===== config.mk =====
export PLATFORM = sky130hd
export DESIGN_NAME = srf_filter
export DESIGN_NICKNAME = d
export VERILOG_FILES = /design/src/rtl/srf_pkg.sv /design/src/rtl/srf_hop_table.sv /design/src/rtl/srf_rd_track.sv /design/src/rtl/srf_frame_fsm.sv /design/src/rtl/srf_filter.sv
export SDC_FILE = /design/constraint.sdc
export NUM_CORES = 1
export LEC_CHECK = 0
export BUFFER_PORTS_ARGS = -buffer_cell sky130_fd_sc_hd__buf_2
export CAP_MARGIN = 5
export CORE_AREA = 2 2 196 198
export DETAILED_ROUTE_END_ITERATION = 16
export DIE_AREA = 0 0 198 200
export PLACE_DENSITY_LB_ADDON = 0.08
export SYNTH_ARGS = -nofsm -noshare
export SYNTH_HDL_FRONTEND = slang
export SYNTH_SLANG_ARGS = --single-unit

===== constraint.sdc =====
create_clock -name clk -period 2.86 [get_ports clk]
set_clock_uncertainty 0.2 [all_clocks]
set_input_delay 0.286 -clock clk [delete_from_list [all_inputs] [get_ports clk]]
set_output_delay 0.286 -clock clk [all_outputs]
set_load 0.02 [all_outputs]

===== src/rtl/srf_pkg.sv =====
// Shared constants, types and helpers for the source-routing frame filter.
// Assumes byte 0 is the frame control byte, the indicator bit sits in byte 7
// and the routing control field starts at byte 13.
package srf_pkg;
    localparam int RING_W  = 12;
    localparam int BN_W    = 4;
    localparam int LEN_W   = 5;
    localparam int CNT_W   = 4;
    localparam int RII_POS = 7;
    localparam int RCF_POS = 13;
    localparam int N_KIND  = 3;

    typedef enum logic [1:0] {
        KIND_SRF = 2'd0,
        KIND_ARE = 2'd1,
        KIND_STE = 2'd2
    } kind_e;

    typedef enum logic [1:0] {
        ACT_DROP   = 2'd0,
        ACT_CHECK  = 2'd1,
        ACT_ACCEPT = 2'd2,
        ACT_DROP_B = 2'd3
    } act_e;

    typedef enum logic [1:0] {
        ST_IDLE = 2'd0,
        ST_HDR  = 2'd1,
        ST_RCF1 = 2'd2,
        ST_RD   = 2'd3
    } st_e;

    typedef struct packed {
        logic              match;
        logic              accept;
        logic              stop;
        logic [N_KIND-1:0] err;
    } verdict_t;

    // Restricted and non-restricted token control bytes.
    function automatic logic is_token(input logic [7:0] fc);
        return (fc == 8'h80) || (fc == 8'hC0);
    endfunction

    // Routing-type bits to frame kind.
    function automatic kind_e rt_kind(input logic [2:0] rt);
        if (!rt[2])      return KIND_SRF;
        else if (!rt[1]) return KIND_ARE;
        else             return KIND_STE;
    endfunction

    // One-hot error strobe for a kind.
    function automatic logic [N_KIND-1:0] kind_strobe(input kind_e k);
        case (k)
            KIND_SRF: return 3'b001;
            KIND_ARE: return 3'b010;
            default:  return 3'b100;
        endcase
    endfunction
endpackage


===== src/rtl/srf_hop_table.sv =====
// Compares one hop against every stored (input ring, bridge, output ring)
// triple in parallel. Purely combinational; disabled entries never hit.
// Assumes the probe fields are stable for the cycle in which probe_valid is high.
module srf_hop_table
    import srf_pkg::*;
#(
    parameter int ENTRIES = 16
) (
    input  logic [ENTRIES*RING_W-1:0] tbl_in_ring,
    input  logic [ENTRIES*BN_W-1:0]   tbl_bridge,
    input  logic [ENTRIES*RING_W-1:0] tbl_out_ring,
    input  logic [ENTRIES-1:0]        tbl_en,
    input  logic                      probe_valid,
    input  logic [RING_W-1:0]         probe_in,
    input  logic [BN_W-1:0]           probe_bn,
    input  logic [RING_W-1:0]         probe_out,
    output logic                      probe_hit
);
    logic [ENTRIES-1:0] hit_vec;

    // One comparator per stored triple.
    for (genvar e = 0; e < ENTRIES; e++) begin : g_entry
        assign hit_vec[e] = tbl_en[e]
                         && (tbl_in_ring[e*RING_W +: RING_W]  == probe_in)
                         && (tbl_bridge[e*BN_W +: BN_W]       == probe_bn)
                         && (tbl_out_ring[e*RING_W +: RING_W] == probe_out);
    end

    // Any enabled entry equal to the probe counts as a hit.
    assign probe_hit = probe_valid && (|hit_vec);
endmodule


===== src/rtl/srf_rd_track.sv =====
// Assembles 16-bit route descriptors from descriptor bytes and presents the
// hop formed by the previous and the current descriptor, ordered by the
// direction bit. Assumes restart is raised before the first descriptor byte.
module srf_rd_track
    import srf_pkg::*;
(
    input  logic              clk,
    input  logic              rst_n,
    input  logic              restart,
    input  logic              rd_valid,
    input  logic [7:0]        rd_byte,
    input  logic              dir_rev,
    output logic              ring_valid,
    output logic [RING_W-1:0] ring_now,
    output logic              hop_valid,
    output logic [RING_W-1:0] hop_in,
    output logic [BN_W-1:0]   hop_bn,
    output logic [RING_W-1:0] hop_out
);
    logic              phase_lo_q;
    logic [7:0]        hi_q;
    logic [RING_W-1:0] prev_ring_q;
    logic [BN_W-1:0]   prev_bn_q;
    logic              have_prev_q;

    // Byte phase, high-byte holding register and previous descriptor.
    always_ff @(posedge clk) begin
        if (!rst_n || restart) begin
            phase_lo_q  <= 1'b0;
            hi_q        <= '0;
            prev_ring_q <= '0;
            prev_bn_q   <= '0;
            have_prev_q <= 1'b0;
        end else if (rd_valid) begin
            if (!phase_lo_q) begin
                hi_q       <= rd_byte;
                phase_lo_q <= 1'b1;
            end else begin
                phase_lo_q  <= 1'b0;
                prev_ring_q <= ring_now;
                prev_bn_q   <= rd_byte[BN_W-1:0];
                have_prev_q <= 1'b1;
            end
        end
    end

    // Current descriptor ring and the hop it closes with the previous one.
    always_comb begin
        ring_now   = {hi_q, rd_byte[7:4]};
        ring_valid = rd_valid && phase_lo_q;
        hop_valid  = ring_valid && have_prev_q;
        hop_bn     = prev_bn_q;
        hop_in     = dir_rev ? ring_now    : prev_ring_q;
        hop_out    = dir_rev ? prev_ring_q : ring_now;
    end

    AST_PHASE_ALTERNATES: assert property (@(posedge clk) disable iff (!rst_n)
        (rd_valid && !restart && !phase_lo_q) |=> phase_lo_q);
endmodule


===== src/rtl/srf_frame_fsm.sv =====
// Frame parser and decision logic. Counts header bytes, drops tokens and
// frames without routing information, applies the per-type action, checks
// the length field and concludes the route examination. Decisions are
// registered one-cycle pulses. Assumes configuration is steady within a frame.
module srf_frame_fsm
    import srf_pkg::*;
(
    input  logic              clk,
    input  logic              rst_n,
    input  logic              rx_valid,
    input  logic              rx_sof,
    input  logic [7:0]        rx_data,
    input  logic [5:0]        cfg_type_sel,
    input  logic [LEN_W-1:0]  cfg_max_len,
    input  logic [RING_W-1:0] cfg_port_ring,
    input  logic              hop_hit,
    input  logic              ring_valid,
    input  logic [RING_W-1:0] ring_now,
    output logic              trk_restart,
    output logic              trk_rd_valid,
    output logic              dir_rev,
    output verdict_t          verdict
);
    st_e              st_q, st_d;
    logic [CNT_W-1:0] cnt_q, cnt_d;
    kind_e            kind_q, kind_d;
    logic [LEN_W-1:0] rem_q, rem_d;
    logic             dir_q, dir_d;
    logic             hit_q, hit_d;
    logic             loop_q, loop_d;
    verdict_t         v_q, v_d;
    act_e             act;
    logic             len_bad;
    logic             loop_now;

    // Tracker controls, kept apart from the decision logic.
    assign trk_restart  = rx_valid && (rx_sof || st_q == ST_RCF1);
    assign trk_rd_valid = rx_valid && !rx_sof && (st_q == ST_RD);
    assign dir_rev      = dir_q;
    assign loop_now     = ring_valid && (ring_now == cfg_port_ring);

    // Action code selected by the routing type of the current byte.
    always_comb begin
        case (rt_kind(rx_data[7:5]))
            KIND_SRF: act = act_e'(cfg_type_sel[1:0]);
            KIND_ARE: act = act_e'(cfg_type_sel[3:2]);
            default:  act = act_e'(cfg_type_sel[5:4]);
        endcase
        len_bad = (rx_data[4:0] == '0) || rx_data[0] || (rx_data[4:0] > cfg_max_len);
    end

    // Next-state and verdict computation for each received byte.
    always_comb begin
        st_d   = st_q;
        cnt_d  = cnt_q;
        kind_d = kind_q;
        rem_d  = rem_q;
        dir_d  = dir_q;
        hit_d  = hit_q;
        loop_d = loop_q;
        v_d    = '0;
        if (rx_valid && rx_sof) begin
            cnt_d  = CNT_W'(1);
            hit_d  = 1'b0;
            loop_d = 1'b0;
            st_d   = is_token(rx_data) ? ST_IDLE : ST_HDR;
        end else if (rx_valid) begin
            case (st_q)
                ST_HDR: begin
                    cnt_d = cnt_q + CNT_W'(1);
                    if (cnt_q == CNT_W'(RII_POS) && !rx_data[7]) begin
                        st_d = ST_IDLE;
                    end else if (cnt_q == CNT_W'(RCF_POS)) begin
                        kind_d = rt_kind(rx_data[7:5]);
                        rem_d  = rx_data[4:0];
                        st_d   = ST_IDLE;
                        case (act)
                            ACT_ACCEPT: v_d.accept = 1'b1;
                            ACT_CHECK: begin
                                if (len_bad) begin
                                    v_d.stop = 1'b1;
                                    v_d.err  = kind_strobe(rt_kind(rx_data[7:5]));
                                end else begin
                                    st_d = ST_RCF1;
                                end
                            end
                            default: v_d.stop = 1'b1;
                        endcase
                    end
                end
                ST_RCF1: begin
                    dir_d = rx_data[7];
                    rem_d = rem_q - LEN_W'(2);
                    if (rem_q == LEN_W'(2)) begin
                        st_d = ST_IDLE;
                        if (kind_q == KIND_SRF) begin
                            v_d.stop = 1'b1;
                            v_d.err  = kind_strobe(kind_q);
                        end else begin
                            v_d.match = 1'b1;
                        end
                    end else begin
                        st_d = ST_RD;
                    end
                end
                ST_RD: begin
                    rem_d  = rem_q - LEN_W'(1);
                    hit_d  = hit_q | hop_hit;
                    loop_d = loop_q | loop_now;
                    if (rem_q == LEN_W'(1)) begin
                        st_d = ST_IDLE;
                        if ((kind_q == KIND_SRF) ? hit_d : !loop_d) begin
                            v_d.match = 1'b1;
                        end else begin
                            v_d.stop = 1'b1;
                            v_d.err  = kind_strobe(kind_q);
                        end
                    end
                end
                default: ;
            endcase
        end
    end

    // State and verdict registers with synchronous reset.
    always_ff @(posedge clk) begin
        if (!rst_n) begin
            st_q   <= ST_IDLE;
            cnt_q  <= '0;
            kind_q <= KIND_SRF;
            rem_q  <= '0;
            dir_q  <= 1'b0;
            hit_q  <= 1'b0;
            loop_q <= 1'b0;
            v_q    <= '0;
        end else begin
            st_q   <= st_d;
            cnt_q  <= cnt_d;
            kind_q <= kind_d;
            rem_q  <= rem_d;
            dir_q  <= dir_d;
            hit_q  <= hit_d;
            loop_q <= loop_d;
            v_q    <= v_d;
        end
    end

    assign verdict = v_q;

    AST_RD_NONEMPTY: assert property (@(posedge clk) disable iff (!rst_n)
        (st_q == ST_RD) |-> (rem_q != '0));
    AST_HIT_IN_RD: assert property (@(posedge clk) disable iff (!rst_n)
        hop_hit |-> (st_q == ST_RD));
    AST_ONE_VERDICT: assert property (@(posedge clk) disable iff (!rst_n)
        $onehot0({v_q.match, v_q.accept, v_q.stop}));
    AST_ERR_STOPS: assert property (@(posedge clk) disable iff (!rst_n)
        (|v_q.err) |-> v_q.stop);
    AST_SINGLE_PULSE: assert property (@(posedge clk) disable iff (!rst_n)
        (v_q.match || v_q.accept || v_q.stop) |=> !(v_q.match || v_q.accept || v_q.stop));
    AST_IDLE_HOLDS: assert property (@(posedge clk) disable iff (!rst_n)
        (st_q == ST_IDLE && !(rx_valid && rx_sof)) |=> (st_q == ST_IDLE));
endmodule


===== src/rtl/srf_filter.sv =====
// Top level of the source-routing frame filter. Connects the frame parser,
// the descriptor tracker and the triple table. Assumes rx_sof is only
// raised with rx_valid and that configuration changes only between frames.
module srf_filter
    import srf_pkg::*;
#(
    parameter int ENTRIES = 16
) (
    input  logic                      clk,
    input  logic                      rst_n,
    input  logic                      rx_valid,
    input  logic                      rx_sof,
    input  logic [7:0]                rx_data,
    input  logic [5:0]                cfg_type_sel,
    input  logic [LEN_W-1:0]          cfg_max_len,
    input  logic [RING_W-1:0]         cfg_port_ring,
    input  logic [ENTRIES-1:0]        cfg_entry_en,
    input  logic [ENTRIES*RING_W-1:0] cfg_in_ring,
    input  logic [ENTRIES*BN_W-1:0]   cfg_bridge,
    input  logic [ENTRIES*RING_W-1:0] cfg_out_ring,
    output logic                      route_match,
    output logic                      accept_now,
    output logic                      stop_rx,
    output logic [N_KIND-1:0]         err_inc
);
    logic              trk_restart;
    logic              trk_rd_valid;
    logic              dir_rev;
    logic              ring_valid;
    logic [RING_W-1:0] ring_now;
    logic              hop_valid;
    logic [RING_W-1:0] hop_in;
    logic [BN_W-1:0]   hop_bn;
    logic [RING_W-1:0] hop_out;
    logic              hop_hit;
    verdict_t          verdict;

    srf_frame_fsm u_fsm (
        .clk          (clk),
        .rst_n        (rst_n),
        .rx_valid     (rx_valid),
        .rx_sof       (rx_sof),
        .rx_data      (rx_data),
        .cfg_type_sel (cfg_type_sel),
        .cfg_max_len  (cfg_max_len),
        .cfg_port_ring(cfg_port_ring),
        .hop_hit      (hop_hit),
        .ring_valid   (ring_valid),
        .ring_now     (ring_now),
        .trk_restart  (trk_restart),
        .trk_rd_valid (trk_rd_valid),
        .dir_rev      (dir_rev),
        .verdict      (verdict)
    );

    srf_rd_track u_track (
        .clk       (clk),
        .rst_n     (rst_n),
        .restart   (trk_restart),
        .rd_valid  (trk_rd_valid),
        .rd_byte   (rx_data),
        .dir_rev   (dir_rev),
        .ring_valid(ring_valid),
        .ring_now  (ring_now),
        .hop_valid (hop_valid),
        .hop_in    (hop_in),
        .hop_bn    (hop_bn),
        .hop_out   (hop_out)
    );

    srf_hop_table #(.ENTRIES(ENTRIES)) u_table (
        .tbl_in_ring (cfg_in_ring),
        .tbl_bridge  (cfg_bridge),
        .tbl_out_ring(cfg_out_ring),
        .tbl_en      (cfg_entry_en),
        .probe_valid (hop_valid),
        .probe_in    (hop_in),
        .probe_bn    (hop_bn),
        .probe_out   (hop_out),
        .probe_hit   (hop_hit)
    );

    // Registered verdict fields to the ports.
    assign route_match = verdict.match;
    assign accept_now  = verdict.accept;
    assign stop_rx     = verdict.stop;
    assign err_inc     = verdict.err;
endmodule


Yosys cells after proc, flatten, opt, wreduce, memory -nomap -nowiden
Index checks and enable logic that the tools add are counted.
{"block": "word_totals", "register_bits": 48, "latch_bits": 0, "ram_bits": 0, "rom_bits": 0, "output_inout_bits": 6, "wordCells": 232, "n_memories": 0}
{"block": "op_classes", "n_addsub": 3, "mul": 0, "n_div": 0, "order_cmp": 1, "n_eq_ne": 67, "n_shift": 0, "n_mux": 48, "bitwise": 9, "reduce_logical": 87}
{"op": "12-bit == test", "count": 33}
{"op": "4-bit == test", "count": 16}
{"op": "1-bit logical AND", "count": 57}
{"op": "2-bit 2-to-1 mux", "count": 17}
{"op": "4-bit 2-to-1 mux", "count": 7}
{"op": "12-bit 2-to-1 mux", "count": 2}
{"op": "8-bit == test (second input constant)", "count": 2}
{"op": "16-bit OR reduction", "count": 1}
{"op": "5-bit case mux with 3 select lines", "count": 1}
{"op": "3-bit case mux with 2 select lines", "count": 2}
{"op": "4-bit case mux with 3 select lines", "count": 1}
{"op": "1-bit 2-to-1 mux", "count": 11}
{"op": "2-bit by 1-bit == test with 1-bit output (second input constant)", "count": 5}
{"op": "5-bit 2-to-1 mux", "count": 2}
{"op": "2-bit AND reduction", "count": 5}
{"op": "5-bit AND reduction", "count": 2}
{"op": "1-bit NOT", "count": 7}
{"op": "2-bit == test (second input constant)", "count": 3}
{"op": "2-bit zero test", "count": 3}
{"op": "2-bit case mux with 3 select lines", "count": 1}
{"op": "6-bit OR reduction", "count": 1}
{"op": "5-bit by 1-bit == test with 1-bit output (second input constant)", "count": 1}
{"op": "5-bit by 2-bit == test with 1-bit output (second input constant)", "count": 1}
{"op": "5-bit greater-than comparator", "count": 1}
{"op": "23 further kinds", "count": 33}

Depth between registers and ports, before layout
Gate-level depths: netlist of run 1.
{"block": "logic_depth", "ltp_word": 18, "depth_mapped": 13, "ltp_nobuf": 11}

Modules after synthesis
From an unflattened synthesis of run 1, not the netlist that was laid out.
{"block": "hier_totals", "hier_cells": 1024, "area_unflattened_um2": 8579.5}
{"module": "srf_hop_table", "n_inst": 1, "cells_each": 671, "area_each_um2": 5634.2}
{"module": "srf_frame_fsm", "n_inst": 1, "cells_each": 207, "area_each_um2": 1639.1}
{"module": "srf_rd_track", "n_inst": 1, "cells_each": 146, "area_each_um2": 1306.3}

Worst setup path after synthesis of run 1
OpenSTA, ideal clock, no wires.
{"block": "synth_path", "kind": "reg2reg", "startpoint": "register u_fsm.dir_q, in the netlist u_fsm.dir_rev", "endpoint": "register u_fsm.v_q, in the netlist u_fsm.verdict[5]", "setup_ns": 0.086, "arrival_time_ns": 2.505, "slack_ns": 0.069, "stages_incl_launch_ff": 12, "period_less_slack_ns": 2.791, "cell_sequence": "dfxtp_1 buf_6 buf_8 mux2i_4 xor2_1 o21ai_1 or4_1 nor4_1 nor4_1 a41oi_2 nor2_1 a221oi_2"}
{"block": "synth_via", "elab_chain_len": 12, "word_cells_on_any_way": 89}
{"item": "start: declaration", "line": "srf_frame_fsm.sv:28", "rtl": "logic dir_q, dir_d;"}
{"item": "start signal: assignment", "line": "srf_frame_fsm.sv:141", "rtl": "dir_q <= dir_d;"}
{"item": "12-bit 2-to-1 mux", "line": "srf_rd_track.sv:53", "rtl": "hop_in = dir_rev ? ring_now : prev_ring_q;"}
{"item": "12-bit == test", "line": "srf_hop_table.sv:24", "rtl": "&& (tbl_in_ring[e*RING_W +: RING_W] == probe_in)"}
{"item": "1-bit logical AND", "line": "srf_hop_table.sv:24"}
{"item": "1-bit logical AND", "line": "srf_hop_table.sv:25", "rtl": "&& (tbl_bridge[e*BN_W +: BN_W] == probe_bn)"}
{"item": "1-bit logical AND", "line": "srf_hop_table.sv:26", "rtl": "&& (tbl_out_ring[e*RING_W +: RING_W] == probe_out);"}
{"item": "16-bit OR reduction *", "line": "srf_hop_table.sv:30", "rtl": "assign probe_hit = probe_valid && (|hit_vec);"}
{"item": "1-bit logical AND *", "line": "srf_hop_table.sv:30"}
{"item": "1-bit bitwise OR *", "line": "srf_frame_fsm.sv:108", "rtl": "hit_d = hit_q | hop_hit;"}
{"item": "1-bit 2-to-1 mux * (2 in series)", "line": "srf_frame_fsm.sv:112", "rtl": "if ((kind_q == KIND_SRF) ? hit_d : !loop_d) begin"}
{"item": "1-bit 2-to-1 mux *", "line": "srf_frame_fsm.sv:110", "rtl": "if (rem_q == LEN_W'(1)) begin"}
{"item": "1-bit case mux with 2 select lines *", "line": "srf_frame_fsm.sv:68", "rtl": "case (st_q)"}
{"item": "end signal: assignment", "line": "srf_frame_fsm.sv:144", "rtl": "v_q <= v_d;"}
{"item": "end: declaration", "line": "srf_frame_fsm.sv:31", "rtl": "verdict_t v_q, v_d;"}
Every way passes the cells marked *; elsewhere a longest branch is shown, timed or not.
A chain may end at the register's enable or synchronous reset.

Worst setup path after layout of run 1
{"block": "layout_path", "startpoint": "register u_fsm.dir_q, in the netlist u_fsm.dir_rev", "endpoint": "register u_fsm.v_q, in the netlist u_fsm.verdict[3]"}
{"block": "layout_via", "elab_chain_len": 12, "word_cells_on_any_way": 89}
{"item": "12-bit 2-to-1 mux", "line": "srf_rd_track.sv:53"}
{"item": "12-bit == test", "line": "srf_hop_table.sv:24"}
{"item": "1-bit logical AND", "line": "srf_hop_table.sv:24"}
{"item": "1-bit logical AND", "line": "srf_hop_table.sv:25"}
{"item": "1-bit logical AND", "line": "srf_hop_table.sv:26"}
{"item": "16-bit OR reduction *", "line": "srf_hop_table.sv:30"}
{"item": "1-bit logical AND *", "line": "srf_hop_table.sv:30"}
{"item": "1-bit bitwise OR *", "line": "srf_frame_fsm.sv:108"}
{"item": "1-bit 2-to-1 mux *", "line": "srf_frame_fsm.sv:112"}
{"item": "4-bit 2-to-1 mux *", "line": "srf_frame_fsm.sv:112"}
{"item": "4-bit 2-to-1 mux *", "line": "srf_frame_fsm.sv:110"}
{"item": "4-bit case mux with 3 select lines *", "line": "srf_frame_fsm.sv:68"}
Marks and branches as above.

==> results of run 1 <==
path summary, 6_finish.rpt:
check | cells after the start | end | slack [ns] | from
setup / recovery | 15 | u_fsm.verdict[3] | -0.32 | u_fsm.dir_rev
hold / removal | 3 | u_track.hop_bn[2] | 0.09 | rx_data[2]
setup reg to reg | 15 | u_fsm.verdict[3] | -0.32 | u_fsm.dir_rev
hold reg to reg | 2 | u_track.have_prev_q | 0.28 | u_track.have_prev_q
power by group:
group	switching (mW)	total [mW]	internal (mW)
clock	0.264	0.614	0.350
sequential	0.00188	0.671	0.669
combinational	0.657	1.29	0.628
total	0.923	2.57	1.65
metrics by stage:
stage	total power, mW	instance area [sq um]
floorplan	1.14	10000
global placement	1.90	15300
detailed placement	1.90	15300
CTS	2.56	16200
global route	2.68	16600
finish	2.57	16600
layer usage:
metal,wire length (um),up-vias
li1,-,6398
met1,25300,6426
met2,31500,478
met3,3350,115
met4,2730,8
met5,53,-
timing repair:
action / 4_1_cts / 5_1_grt
setup buffers: 40 / 21
gates cloned: 2 / 0
gates resized for setup: 70 / 27
hold buffers: 0 / 0
pin swaps: 31 / 17
setup endpoints to repair: 4 / 4
flip-flops by register name (all words and copies together) (netlist names), 2 cells and up:
signal,flops
u_track.hop_bn,4
u_track.hi_q,8
u_fsm.verdict,6
u_track.prev_ring_q,12
u_fsm.st_q,2
u_fsm.rem_q,5
u_fsm.cnt_q,4
u_fsm.kind_q,2
layout make-up:
class                      count  area, sq um  area share
antenna                       11         27.5     0.00166
clock buffer                   8          146     0.00883
timing repair buffer         827         5640       0.340
sequential                    48          965      0.0582
tap                          511          639      0.0385
inverter                      63          236      0.0143
multi-input combinational   1121         8930       0.538
cell usage after synthesis (10+ instances only):
master,number
a21oi_1,43
a22oi_1,10
a311oi_1,11
a31oi_1,46
and2_1,17
buf_2,16
buf_4,15
clkbuf_1,57
dfxtp_1,48
ha_1,12
inv_1,60
mux2i_1,20
nand2_1,71
nand3_1,22
nand4_1,37
nor2_1,52
nor2b_1,19
nor3_1,21
nor4_1,101
nor4bb_1,81
o2111ai_1,13
o211ai_1,26
o21ai_0,41
o22ai_1,20
xnor2_1,238
xor2_1,125
cells by family after synthesis:
kind of cell,count (synthesis),synth area share
and+or+nand+nor,442,0.271
xor gates and xnor gates,363,0.317
AOI/OAI and AO/OA,267,0.180
buffers and inverters,158,0.0702
DFF,48,0.0959
muxes,37,0.0503
adders and majority gates,12,0.0150
critical path, stage by stage (launching register included):
cell	delay, ns
dfxtp_4	0.39
buf_12	0.14
buf_4	0.13
mux2i_4	0.18
buf_12	0.17
buf_4	0.16
xnor2_1	0.12
nor4_1	0.30
nand4_1	0.19
nor4_4	0.31
buf_4	0.16
nor4_2	0.04
a41oi_2	0.21
buf_6	0.15
o31a_1	0.15
o21ai_1	0.07
==> flow_summary.ini, run 1 <==
[outcome]
status = complete, but fails checks
violations = setup timing

[layout]
nets = 2577
finalCoreUtilization = 0.444
most-common-layout-cells = 504 x buf_2, 257 x buf_4, 232 x xnor2_1
fillers = 3856
area_growth_pct = 65.5
final_common_cell = buf_2
instances_no_fill = 2589
drive_gt1_frac = 0.445

[synth]
yosys-top-cells-area = xnor2_1 21%, xor2_1 11%, dfxtp_1 9.6%
ys_types = 61
netlist_instances = 1327
ys_seq_area_frac = 0.0959
synth_edf_count = 0
async_flop_share = 0
synth_top_area_frac = 0.208
yosys_warnings = 0
synth_fp_nets = 1838
synth_area_sq_um = 10000
avgSynthCellArea_sq_um = 7.55
synth_area_leader_cell = xnor2_1
yosys_most_used_dff = dfxtp_1
ys_ff_latch = 48

[pwr]
power.density_nw_per_um2 = 155
power_leakage_nw = 7.01
ir_drop_uv = 204

[global_route]
use_met3 = 0.0381
met1_usage = 0.358
grtUsageMet2 = 0.542
gr-max-usage-layer = met2
track_usage = 0.300
grt_overflow_total = 0
grt_max_degree = 27
grt_pass1_wl_mm = 86.3
antenna_found_initial = 12
grt_pass1_vias = 12972

[floorplanning]
die_w_um = 198
die_h_um = 200
core_area_sq_um = 37400
io_pins = 505
dieArea_sq_um = 39600
initial_core_util = 0.268
core.rowCount = 71

[clocking]
htreeDepth = 2
clkSinkCount = 48
cts_buffers = 5
clockBufferDepth = 2
cts-root-buf = clkbuf_16
cts_tree = yes
clk_latency_ns = 0.29
clkTransAtPathRegs_ns = 0.07

[timing]
finalSetupViolCount = 4
tns_ns = -1.12
fmax_mhz = 314
whs_ns = 0.0931
fin_ws_ns = -0.322
tightest_slew_ns = 0.584
slew-limit-headroom = 0.608
min_period_ns = 3.18
drv_slew = 0
fin_crit_sh = 1.11
hold_viol_final = 0
grt_setup_unrepaired = yes

[placed_design]
placedCellCount = 2508
hpwl_mm = 53.6
portBuffers = 504
preCtsSetupSlack_ns = -1.12
routabilityCongestion = 1.02

[routing]
num_vias = 13425
drc = 0
ant_nets = 0
avgViaCountPerCell = 5.19
routedWlPerCell_um = 24.3
drt_iter0_markers = 761
firstDrtPassIters = 5
routed_wl_mm = 62.9

[worst_setup_path]
cp.arrival_ns = 3.16
crit_type = reg -> reg
critPathRequiredTime_ns = 2.84
endpoint_kind = flop
critPathMaxFanout = 7
crit_path_start_kind = flop

[run]
maxCapViolCount = 0

[worst_hold_path]
hold_path.class = in -> reg
No activity file was read; power rests on OpenSTA's default activity.
==> run 2, diff against run 1 <==
Clock period 2.86 ns to 4 ns, I/O delays scaled along.
==> run 2 against run 1 <==
  * Critical path type unchanged
  * The flow now finishes without violations
  * Final area down 17%
  * Largest power group unchanged
  * Via count decreased by 6.2%
  * Sequential share of layout area rose by 1.2 points
  * Routed wire length down 2.9%
  * Non-clock buffer count down 241
==> flow_summary.ini, run 2 (synthesis results as in run 1) <==
[outcome]
status = complete, no violations

[global_route]
grt_pass1_vias = 12254
grt_max_degree = 32
track_usage = 0.293
antenna_found_initial = 16
grt_overflow_total = 0
grt_pass1_wl_mm = 83.5

[worst_setup_path]
crit_path_start_kind = flop
max_stage_delay_ns = 0.90
crit_slowest_cell = o311ai_0
crit_type = reg -> reg
cp.arrival_ns = 3.91
endpoint_kind = flop
cp_cell_sequence = clkbuf_8, nor2b_1, a21oi_1, o311ai_0, o2111ai_1, nor4_1, nor4_1, a41oi_2, nor2_1, a221oi_2
cpMostUsedCell = nor4_1
critPathRequiredTime_ns = 4.01
critPathMaxFanout = 17

[clocking]
cts_buffers = 5
clkTransAtPathRegs_ns = 0.07
cts_tree = yes
htreeDepth = 2
cts-root-buf = clkbuf_16
clk_latency_ns = 0.29
cts-hold-fix-buffers = 0
clockBufferDepth = 2
clkSinkCount = 48

[routing]
num_vias = 12592
routedWlPerCell_um = 26.0
drt_iter0_markers = 761
drc = 0
avgViaCountPerCell = 5.36
routed_wl_mm = 61.1
firstDrtPassIters = 7
ant_nets = 0

[pwr]
power_leakage_nw = 5.44
intPower_mw = 1.16
seqPwrFrac = 0.270
clock_power_share = 0.267
swShare = 0.347
ir_drop_uv = 137
power_frac_comb = 0.463
p_switching_uw = 620
power.density_nw_per_um2 = 130

[floorplanning]
die_h_um = 200
io_pins = 505
dieArea_sq_um = 39600
core_area_sq_um = 37400
core.rowCount = 71
die_w_um = 198
initial_core_util = 0.268

[timing]
finalSetupViolCount = 0
grt_setup_unrepaired = no
slew-limit-headroom = 0.263
min_period_ns = 3.90
hold_viol_final = 0
drv_slew = 0
fmax_mhz = 256
tightest_slew_ns = 1.09
fin_crit_sh = 0.975

[placed_design]
routabilityCongestion = 0.968
placedCellCount = 2328
hpwl_mm = 51.5
portBuffers = 504

[layout]
finalCoreUtilization = 0.367
nets = 2336
final_common_cell = buf_2
instances_no_fill = 2350
drive_gt1_frac = 0.343
area_growth_pct = 37.0
most-common-layout-cells = 504 x buf_2, 238 x xnor2_1, 125 x xor2_1
top_register = u_track.prev_ring_q
largest_reg_flops = 12
fillers = 4059

[run]
maxCapViolCount = 0

[worst_hold_path]
hold_path.class = in -> reg
==> run 2: metrics by stage <==
step	worst slack, ns	TNS (ns)	area [sq um]	power, mW	hold slack (ns)
after floorplan	1.21	0	10000	0.815	0.240
after global placement	-0.0997	-0.267	13500	1.31	0.247
after detailed placement	-0.0143	-0.0150	13500	1.31	0.249
after CTS	0.170	0	13700	1.79	0.219
after global routing	0.00679	0	13700	1.87	0.249
final	0.101	0	13700	1.78	0.220
==> run 2: worst paths after layout <==
| path | from | end | slack (ns) | cells after the start |
|---|---|---|---|---|
| setup / recovery | u_fsm.dir_rev | u_fsm.verdict[5] | 0.10 | 10 |
| hold reg to reg | u_track.hop_bn[3] | u_track.hop_bn[3] | 0.26 | 2 |
| setup reg to reg | u_fsm.dir_rev | u_fsm.verdict[5] | 0.10 | 10 |
| hold / removal | rx_data[3] | u_track.hop_bn[3] | 0.22 | 3 |
==> run 2: power by group through the flow <==
stage	Clock [mW]	Combinational, mW	Sequential, mW
2_1_floorplan	0	0.324	0.491
3_3_place_gp	0	0.821	0.493
3_5_place_dp	0	0.818	0.493
4_1_cts	0.489	0.823	0.481
5_1_grt	0.508	0.884	0.482
6_report	0.476	0.826	0.482
==> run 2: routing by layer <==
| layer | vias up | wire length, um | track usage |
|---|---|---|---|
| li1 | 5905 | - | - |
| met1 | 6029 | 23800 | 0.342 |
| met2 | 524 | 30700 | 0.525 |
| met3 | 126 | 3670 | 0.0408 |
| met4 | 8 | 2860 | 0.145 |
| met5 | - | 51 | 0 |
==> run 2: layout make-up <==
class / count / area, sq um / share of cell area
Antenna cell: 14 / 35.0 / 0.00255
Clock buffer: 6 / 129 / 0.00939
Clock inverter: 1 / 30.0 / 0.00219
Inverter: 63 / 236 / 0.0172
Multi-Input combinational cell: 1121 / 8480 / 0.617
Sequential cell: 48 / 965 / 0.0703
Tap cell: 511 / 639 / 0.0466
Timing Repair Buffer: 586 / 3220 / 0.234
==> run 2: timing repair <==
action	in CTS	in global routing
resized for setup	1	0
setup buffers	0	1
hold endpoints to repair	0	0
endpoints found under the setup margin	3	1
==> run 2: critical path, delay by kind of cell, from the launching register on <==
kind,cells,cell delay (ns)
AO/OA/AOI/OAI,5,1.86
AND/OR/NAND/NOR,4,1.01
flip-flops,1,0.50
buffers and inverters,1,0.25
